[src/rtl/tdc_pkg.sv]
package tdc_pkg;
  localparam int DIV_W    = 3;
  localparam int MAX_CODE = 5;
  localparam int SRC_BIT  = 4;
  localparam int CMP_BIT  = 6;
  localparam int N_SRC    = 2;
  localparam int SRC_W    = (N_SRC > 1) ? $clog2(N_SRC) : 1;
  localparam int CNT_W    = MAX_CODE;
  localparam logic [DIV_W-1:0] DIV_RST = 3'd1;

  function automatic logic div_ok(input logic [DIV_W-1:0] c);
    return (c != '0) && (int'(c) <= MAX_CODE);
  endfunction
endpackage

[src/rtl/tdc_cfg.sv]
module tdc_cfg
  import tdc_pkg::*;
(
  input  logic             clk_i,
  input  logic             rst_ni,
  input  logic             wr_i,
  input  logic [7:0]       wdata_i,
  input  logic             prot_off_i,
  input  logic             stop_i,
  output logic [DIV_W-1:0] div_o,
  output logic [SRC_W-1:0] src_o,
  output logic             cmp_o,
  output logic             err_o
);
  logic             wr_ok;
  logic [DIV_W-1:0] wdiv;
  logic             unused_w;

  assign wr_ok    = wr_i && prot_off_i;
  assign wdiv     = wdata_i[DIV_W-1:0];
  assign unused_w = ^{wdata_i[7], wdata_i[5], wdata_i[3]};

  always_ff @(posedge clk_i or negedge rst_ni) begin
    if (!rst_ni) begin
      div_o <= DIV_RST;
      src_o <= '0;
      cmp_o <= 1'b0;
      err_o <= 1'b0;
    end else begin
      err_o <= 1'b0;
      if (wr_ok) begin
        cmp_o <= wdata_i[CMP_BIT];
        // ratio/source frozen while running
        if (stop_i) begin
          src_o <= wdata_i[SRC_BIT +: SRC_W];
          if (div_ok(wdiv)) div_o <= wdiv;
          else              err_o <= 1'b1;
        end
      end
    end
  end

  AST_DIV_LEGAL: assert property (@(posedge clk_i) disable iff (!rst_ni)
    div_ok(div_o));
  AST_NO_PROT_WR: assert property (@(posedge clk_i) disable iff (!rst_ni)
    !prot_off_i |=> $stable(div_o) && $stable(src_o) && $stable(cmp_o));
  AST_RUN_FROZEN: assert property (@(posedge clk_i) disable iff (!rst_ni)
    !stop_i |=> $stable(div_o) && $stable(src_o));
  AST_ERR_CAUSE: assert property (@(posedge clk_i) disable iff (!rst_ni)
    err_o |-> $past(wr_i && prot_off_i && stop_i && !div_ok(wdata_i[DIV_W-1:0])));
endmodule

[src/rtl/tdc_src.sv]
module tdc_src
  import tdc_pkg::*;
(
  input  logic [N_SRC-1:0] stb_i,
  input  logic [SRC_W-1:0] sel_i,
  output logic             stb_o
);
  logic [N_SRC-1:0] hit;

  for (genvar i = 0; i < N_SRC; i++) begin : g_src
    assign hit[i] = stb_i[i] && (int'(sel_i) == i);
  end

  assign stb_o = |hit;
endmodule

[src/rtl/tdc_div.sv]
module tdc_div
  import tdc_pkg::*;
(
  input  logic             clk_i,
  input  logic             rst_ni,
  input  logic             stop_i,
  input  logic             stb_i,
  input  logic [DIV_W-1:0] code_i,
  output logic             pulse_o
);
  logic [CNT_W-1:0] cnt_q;
  logic [CNT_W-1:0] term;
  logic             pulse_q;

  assign term = CNT_W'((32'd1 << code_i) - 32'd1);

  always_ff @(posedge clk_i or negedge rst_ni) begin
    if (!rst_ni) begin
      cnt_q   <= '0;
      pulse_q <= 1'b0;
    end else if (stop_i) begin
      cnt_q   <= '0;
      pulse_q <= 1'b0;
    end else begin
      pulse_q <= 1'b0;
      if (stb_i) begin
        if (cnt_q >= term) begin
          cnt_q   <= '0;
          pulse_q <= 1'b1;
        end else begin
          cnt_q <= cnt_q + 1'b1;
        end
      end
    end
  end

  assign pulse_o = pulse_q && !stop_i;

  AST_CNT_RANGE: assert property (@(posedge clk_i) disable iff (!rst_ni)
    cnt_q <= term);
  AST_STOP_CLR: assert property (@(posedge clk_i) disable iff (!rst_ni)
    stop_i |=> (cnt_q == '0));
  AST_STOP_QUIET: assert property (@(posedge clk_i) disable iff (!rst_ni)
    stop_i |-> !pulse_o);
endmodule

[src/rtl/tick_div_ctrl.sv]
module tick_div_ctrl
  import tdc_pkg::*;
(
  input  logic             clk_i,
  input  logic             rst_ni,
  input  logic             wr_i,
  input  logic [7:0]       wdata_i,
  output logic [7:0]       rdata_o,
  input  logic             prot_off_i,
  input  logic             stop_i,
  input  logic [N_SRC-1:0] src_stb_i,
  output logic             cnt_en_o,
  output logic             cmp_en_o,
  output logic             cfg_err_o
);
  logic [DIV_W-1:0] div_q;
  logic [SRC_W-1:0] src_q;
  logic             cmp_q;
  logic             sel_stb;

  tdc_cfg u_cfg (
    .clk_i      (clk_i),
    .rst_ni     (rst_ni),
    .wr_i       (wr_i),
    .wdata_i    (wdata_i),
    .prot_off_i (prot_off_i),
    .stop_i     (stop_i),
    .div_o      (div_q),
    .src_o      (src_q),
    .cmp_o      (cmp_q),
    .err_o      (cfg_err_o)
  );

  tdc_src u_src (
    .stb_i (src_stb_i),
    .sel_i (src_q),
    .stb_o (sel_stb)
  );

  tdc_div u_div (
    .clk_i   (clk_i),
    .rst_ni  (rst_ni),
    .stop_i  (stop_i),
    .stb_i   (sel_stb),
    .code_i  (div_q),
    .pulse_o (cnt_en_o)
  );

  always_comb begin
    rdata_o                        = '0;
    rdata_o[DIV_W-1:0]             = div_q;
    rdata_o[SRC_BIT +: SRC_W]      = src_q;
    rdata_o[CMP_BIT]               = cmp_q;
  end

  assign cmp_en_o = cmp_q;

  AST_PULSE_SINGLE: assert property (@(posedge clk_i) disable iff (!rst_ni)
    cnt_en_o |=> !cnt_en_o);
  AST_NO_STB_NO_PULSE: assert property (@(posedge clk_i) disable iff (!rst_ni)
    !sel_stb |=> !cnt_en_o);
endmodule

[config.mk]
export PLATFORM = sky130hd
export DESIGN_NAME = tick_div_ctrl
export DESIGN_NICKNAME = d
export VERILOG_FILES = /design/src/rtl/tdc_pkg.sv /design/src/rtl/tdc_cfg.sv /design/src/rtl/tdc_src.sv /design/src/rtl/tdc_div.sv /design/src/rtl/tick_div_ctrl.sv
export SDC_FILE = /design/constraint.sdc
export NUM_CORES = 1
export LEC_CHECK = 0
export ABC_AREA = 1
export CORE_MARGIN = 2
export CORE_UTILIZATION = 60
export DETAILED_ROUTE_END_ITERATION = 10
export DONT_BUFFER_PORTS = 1
export PLACE_DENSITY = 0.78
export SYNTH_ARGS = -nofsm -noshare
export SYNTH_HDL_FRONTEND = slang
export SYNTH_SLANG_ARGS = --single-unit
[constraint.sdc]
create_clock -name clk_i -period 1.6 [get_ports clk_i]
set_input_delay 0.24 -clock clk_i [delete_from_list [all_inputs] [get_ports clk_i]]
set_output_delay 0.24 -clock clk_i [all_outputs]
set_load 0.05 [all_outputs]
# Word-level counts from Yosys, hierarchy flattened
# Cells that the tools add are included.
# totals
regBits,12
in_bits,15
output_inout_bits,11
# op_classes
n_addsub,2
n_lt_le_gt_ge,2
shift,1
muxes,9
bitwise,1
reduce_logical,11
# ops
cell,count
5-bit 2-to-1 mux,3
1-bit 2-to-1 mux,6
"5-bit by 1-bit adder with 5-bit output, second input constant",1
5-bit >= comparator,1
1-bit logical AND,5
"1-bit by 3-bit left shift with 5-bit output, first input constant",1
"5-bit by 1-bit subtractor with 5-bit output, second input constant",1
"3-bit less-or-equal comparator, second input constant",1
3-bit AND reduction,1
3-bit nonzero test,1
2-bit AND reduction,1
2-bit nonzero test,1
2-bit OR reduction,1
1-bit zero test,1
1-bit inverter,1

# Depth between registers and ports, before layout
# logic_depth
word_depth,6
depth_mapped,10
ltp_nobuf,10

# By module
# Synthesis repeated with hierarchy kept, for this count alone.
# unflattened
cells_unflattened,104
area_unflattened_um2,833.3
# modules_own_cells
mod,instances,cells_each,area_per_inst_um2,seq_area_each_um2
tdc_div,1,62,475.5,150.1
tdc_cfg,1,32,301.5,151.4
tick_div_ctrl,1,6,41.3,0.0
tdc_src,1,4,15.0,0.0

# Least setup slack after synthesis
# OpenSTA, ideal clock, no wires.
# synth_timing
path_kind,register -> register
start,register u_cfg.div_o[0]
end,register u_div.cnt_q[1]
setup_ns,0.065
arrival_time_ns,1.670
required_time_ns,1.535
slack_ns,-0.135
stages_incl_launch_ff,10
path_buffers,0
path_cell_list,dfstp_2 o21ai_0 ha_1 nand2_1 inv_1 nand2_2 nand2_2 nor2_2 nand3_1 nand2_1
# synth_via
elab_chain_cells,6
# synth_rtl
item,line,rtl
start: declaration,tdc_cfg.sv:10,"output logic [DIV_W-1:0] div_o,"
start signal: assignment,tdc_cfg.sv:36,if (div_ok(wdiv)) div_o <= wdiv;
1-bit by 3-bit left shift with 5-bit output,tdc_div.sv:15,assign term = CNT_W'((32'd1 << code_i) - 32'd1);
5-bit by 1-bit subtractor with 5-bit output,tdc_div.sv:15,
5-bit >= comparator,tdc_div.sv:27,if (cnt_q >= term) begin
5-bit 2-to-1 mux,tdc_div.sv:27,
5-bit 2-to-1 mux,tdc_div.sv:26,if (stb_i) begin
5-bit 2-to-1 mux,tdc_div.sv:21,end else if (stop_i) begin
end signal: assignment,tdc_div.sv:31,cnt_q <= cnt_q + 1'b1;
end: declaration,tdc_div.sv:11,logic [CNT_W-1:0] cnt_q;
# Every way passes these cells. The select of a mux whose other input is x is not followed.
# A chain may end at the register's enable or synchronous reset.

# Worst setup path in the final report
# layout_timing
start,register u_cfg.div_o[0]
end,register u_div.cnt_q[0]
# The elaborated chain is that of the path after synthesis.

==> reports/qor.txt <==
Result of the run: finished clean
Max Cap Violations: 0
Internal: 0.624 mW
Worst path cell trace: a21oi_2 > ha_1 > nand2_1 > nor2_1 > nand2_1 > clkinv_2 > nor2_4 > nand3_2 > nand2_1
Average footprint of a synthesized cell: 7.85 um2
Sequential share of power: 37.2%
Required @ worst endpoint: 1.81 ns
Fraction of synthesized cell area in xor and xnor cells: 1.09%
Post-route DRC: 0
Port buffer count: 0
Post-DP Area: 842 um2
H-tree levels: 1
Min Clock Period, post-route: 1.58 ns
Number of global-route vias before repair: 557
Maximum fanout count along the critical path: 4
Unique cell type count in the Yosys netlist: 24
Standard-cell row count: 13
Worst reg-to-reg path cell count: 9
Cell area after synthesis: 801 um2
Post-route worst setup slack: 0.0182 ns
Share of synthesized cell area in full adder, half adder and majority cells: 9.38%
Per-cell via count in the routed design: 5.06
Place WS: 0.0276 ns
Iteration-0 DRC count of the detailed router: 10
Transition time at the pin with the least slew margin: 0.547 ns
Clock tree from TritonCTS: built
Switching share of power: 42.0%
Most common cell type on the critical path: nand2_1
DRT Pass-1 Iters: 4
Simple logic cell fraction of the synthesized area: 29.7%
Synth warnings: 0
Net count, final: 132
Largest net degree at the start of global routing: 13
Global placer's final weighted congestion: 0.798
Number of max-slew violations in the final report: 0
Skew-Pair Late Insertion Delay: 0.27 ns
Largest family of logic cells by synthesized area: simple AND/OR/NAND/NOR gates
Clock net sink count: 12
Post-synthesis sequential area ratio: 37.7%
Depth of the worst hold-timing path: 2
Final count of negative-setup-slack endpoints: 0
Leftover overflow at the end of global routing: 0
Total half-perimeter wirelength after legalization and detailed placement: 1150 um
All-layer global routing usage: 21.9%
Die outline area: 1640 um2
Starting utilization of the core area: 63.1%
Multiplexer fraction of the synthesized cell area: 1.41%
ANT nets after route: 0
Share of power burned in combinational logic: 40.3%
Instance count of the mapped netlist: 102
Number of synthesized register bits: 12
Area of the core: 1270 um2
Share of the clock period used by the worst path after layout: 98.9%
Worst hold path type: primary input to flop
FMAX: 632 MHz
Hold violation count in the final report: 0
WL per Instance: 11.7 um
X dimension of the die: 40.5 um
Reported leakage power: 0.467 nW
Power density over the cells: 1160 nW/um2
Via count: 633
CP peak stage delay: 0.58 ns
Layout Skew: 0.00360 ns
Max-slew headroom at the worst pin: 63.4%
Reg clk slew, reported paths: 0.08 ns
Kind of critical path: flop to flop
First-pass GRT wire length: 2330 um
Fraction of final layout cells sized beyond drive strength 1: 32.7%
Worst hold margin: 0.0953 ns
Die Ht: 40.5 um
Antenna violations before repair: 0
RSZ-0062 raised after global routing: yes
Critical path endpoint category: flop
Number of top-level design ports: 26
Inserted Clock Buffers: 3
Layout area overhead: 15.8%
Area fraction in compound gates after synthesis: 8.13%
Buffers from clock root to sink, at most: 2
Clock Root Buffer: clkbuf_4
Slowest cell on the critical path: dfstp_2
Startpoint type of the worst setup path: flop
Share of power burned in the clock network: 22.5%
Peak supply drop: 587 uV
Total net switching power: 0.452 mW
Number of post-CTS setup repair buffers: 0
Area of all placed cells without fillers: 927 um2
Number of antenna repair diodes: 0
Critical Path AT: 1.80 ns
Post-detailed-routing wire length: 1460 um
## routing by layer
| layer | vias to the layer above | wire length [um] | part of all wire, % | track usage, % |
|---|---|---|---|---|
| li1 | 333 | - | - | - |
| met1 | 289 | 641 | 44 | 29.8 |
| met2 | 11 | 769 | 53 | 36.1 |
| met3 | 0 | 51 | 3.5 | 5.00 |
| met4 | 0 | 0 | 0 | 2.50 |
| met5 | - | 0 | 0 | 0 |
## placed cells by master, fill, tap and decap left out, drive strengths merged
cell	instances
dfrtp	11
nand3	9
nand2	32
o21ai	5
buf	6
ha	6
xor2	1
dfstp	1
clkinv	1
inv	15
conb	3
dlygate4sd3	1
mux2	1
nor3	1
nor2	7
clkbuf	4
nand4	1
a21oi	5
## final timing paths
kind	slack, ns	to	from
setup reg to reg	0.02	u_div.cnt_q[0]$_DFFE_PN0P_	u_cfg.div_o[0]$_DFFE_PN1P_
hold / removal	0.1	u_cfg.div_o[0]$_DFFE_PN1P_	wdata_i[0]
max in group asynchronous	0.82	u_cfg.div_o[2]$_DFFE_PN0P_	rst_ni
setup / recovery	0.02	u_div.cnt_q[0]$_DFFE_PN0P_	u_cfg.div_o[0]$_DFFE_PN1P_
min in group asynchronous	0.39	u_div.cnt_q[0]$_DFFE_PN0P_	rst_ni
hold reg to reg	0.51	u_cfg.cmp_o$_DFFE_PN0P_	u_cfg.cmp_o$_DFFE_PN0P_
## Yosys cell counts
cell type | instances | area share [%]
xor2_1 | 1 | 1.1
nor2_2 | 1 | 0.78
nor2_4 | 1 | 1.4
buf_4 | 5 | 4.7
inv_1 | 13 | 6.1
nand2_2 | 5 | 3.9
conb_1 | 1 | 0.47
nand2_1 | 27 | 13
ha_1 | 6 | 9.4
a21oi_1 | 3 | 1.9
clkinv_1 | 1 | 0.47
nor3_1 | 1 | 0.62
inv_2 | 2 | 0.94
o21ai_1 | 1 | 0.62
o21ai_0 | 2 | 1.3
nand3_1 | 8 | 5.0
a21oi_2 | 2 | 2.2
nand4_1 | 1 | 0.78
o21ai_2 | 2 | 2.2
nor2_1 | 5 | 2.3
dfstp_2 | 1 | 3.3
dfrtp_1 | 11 | 34
nand3_4 | 1 | 2.2
mux2_2 | 1 | 1.4
## worst max-delay path, delay by kind of cell (launching register included)
kind,cells,cell delay (ns)
flops,1,0.58
simple gates,6,0.51
fa+ha+maj,1,0.30
buf+inv,1,0.08
compound gates,1,0.06
## cells by family (layout without fill, tap and decap cells)
logic type | count (synthesis) | in the layout
simple gates | 50 | 50
buf+inv | 21 | 27
flops | 12 | 12
compound gates | 10 | 10
fa+ha+maj | 6 | 6
other cells | 1 | 3
xor+xnor | 1 | 1
mux | 1 | 1
## per-stage QoR
stage | instances | setup TNS (ns) | utilization (%) | power [mW]
floorplan | 104 | -0.263 | - | 0.722
global placement | 120 | 0 | 66.4 | 0.777
detailed placement | 120 | 0 | 66.4 | 0.795
CTS | 125 | 0 | 70.0 | 1.04
global route | 125 | -0.311 | 73.1 | 1.15
finish | 125 | 0 | 73.1 | 1.08
## timing repair
action,CTS,global route
endpoints found under the setup margin,0,5
gates resized for setup,0,8
hold buffers,1,0
endpoints found under the hold margin,12,0
## power by group through the flow
stage | clock [mW] | sequential, mW | combinational [mW]
final | 0.242 | 0.401 | 0.434
after global routing | 0.260 | 0.408 | 0.487
after floorplan | 0 | 0.463 | 0.260
after CTS | 0.245 | 0.392 | 0.406
after detailed placement | 0 | 0.398 | 0.397
after global placement | 0 | 0.397 | 0.381
## state kept, by name (all words and copies together) (netlist names)
signal	count
u_div.cnt_q	5
u_cfg.src_o	1
u_cfg.cmp_o	1
u_cfg.err_o	1
u_cfg.div_o	3
u_div.pulse_q	1
## area by class of cell
class | count | area (um2)
repair buffers | 7 | 55.1
well taps | 15 | 18.8
multi-input cells | 71 | 452
clock buffers | 4 | 36.3
inverters | 16 | 61.3
fillers | 102 | 342
flip-flops and latches | 12 | 304
Note: power is estimated with default switching activity, not from simulation.
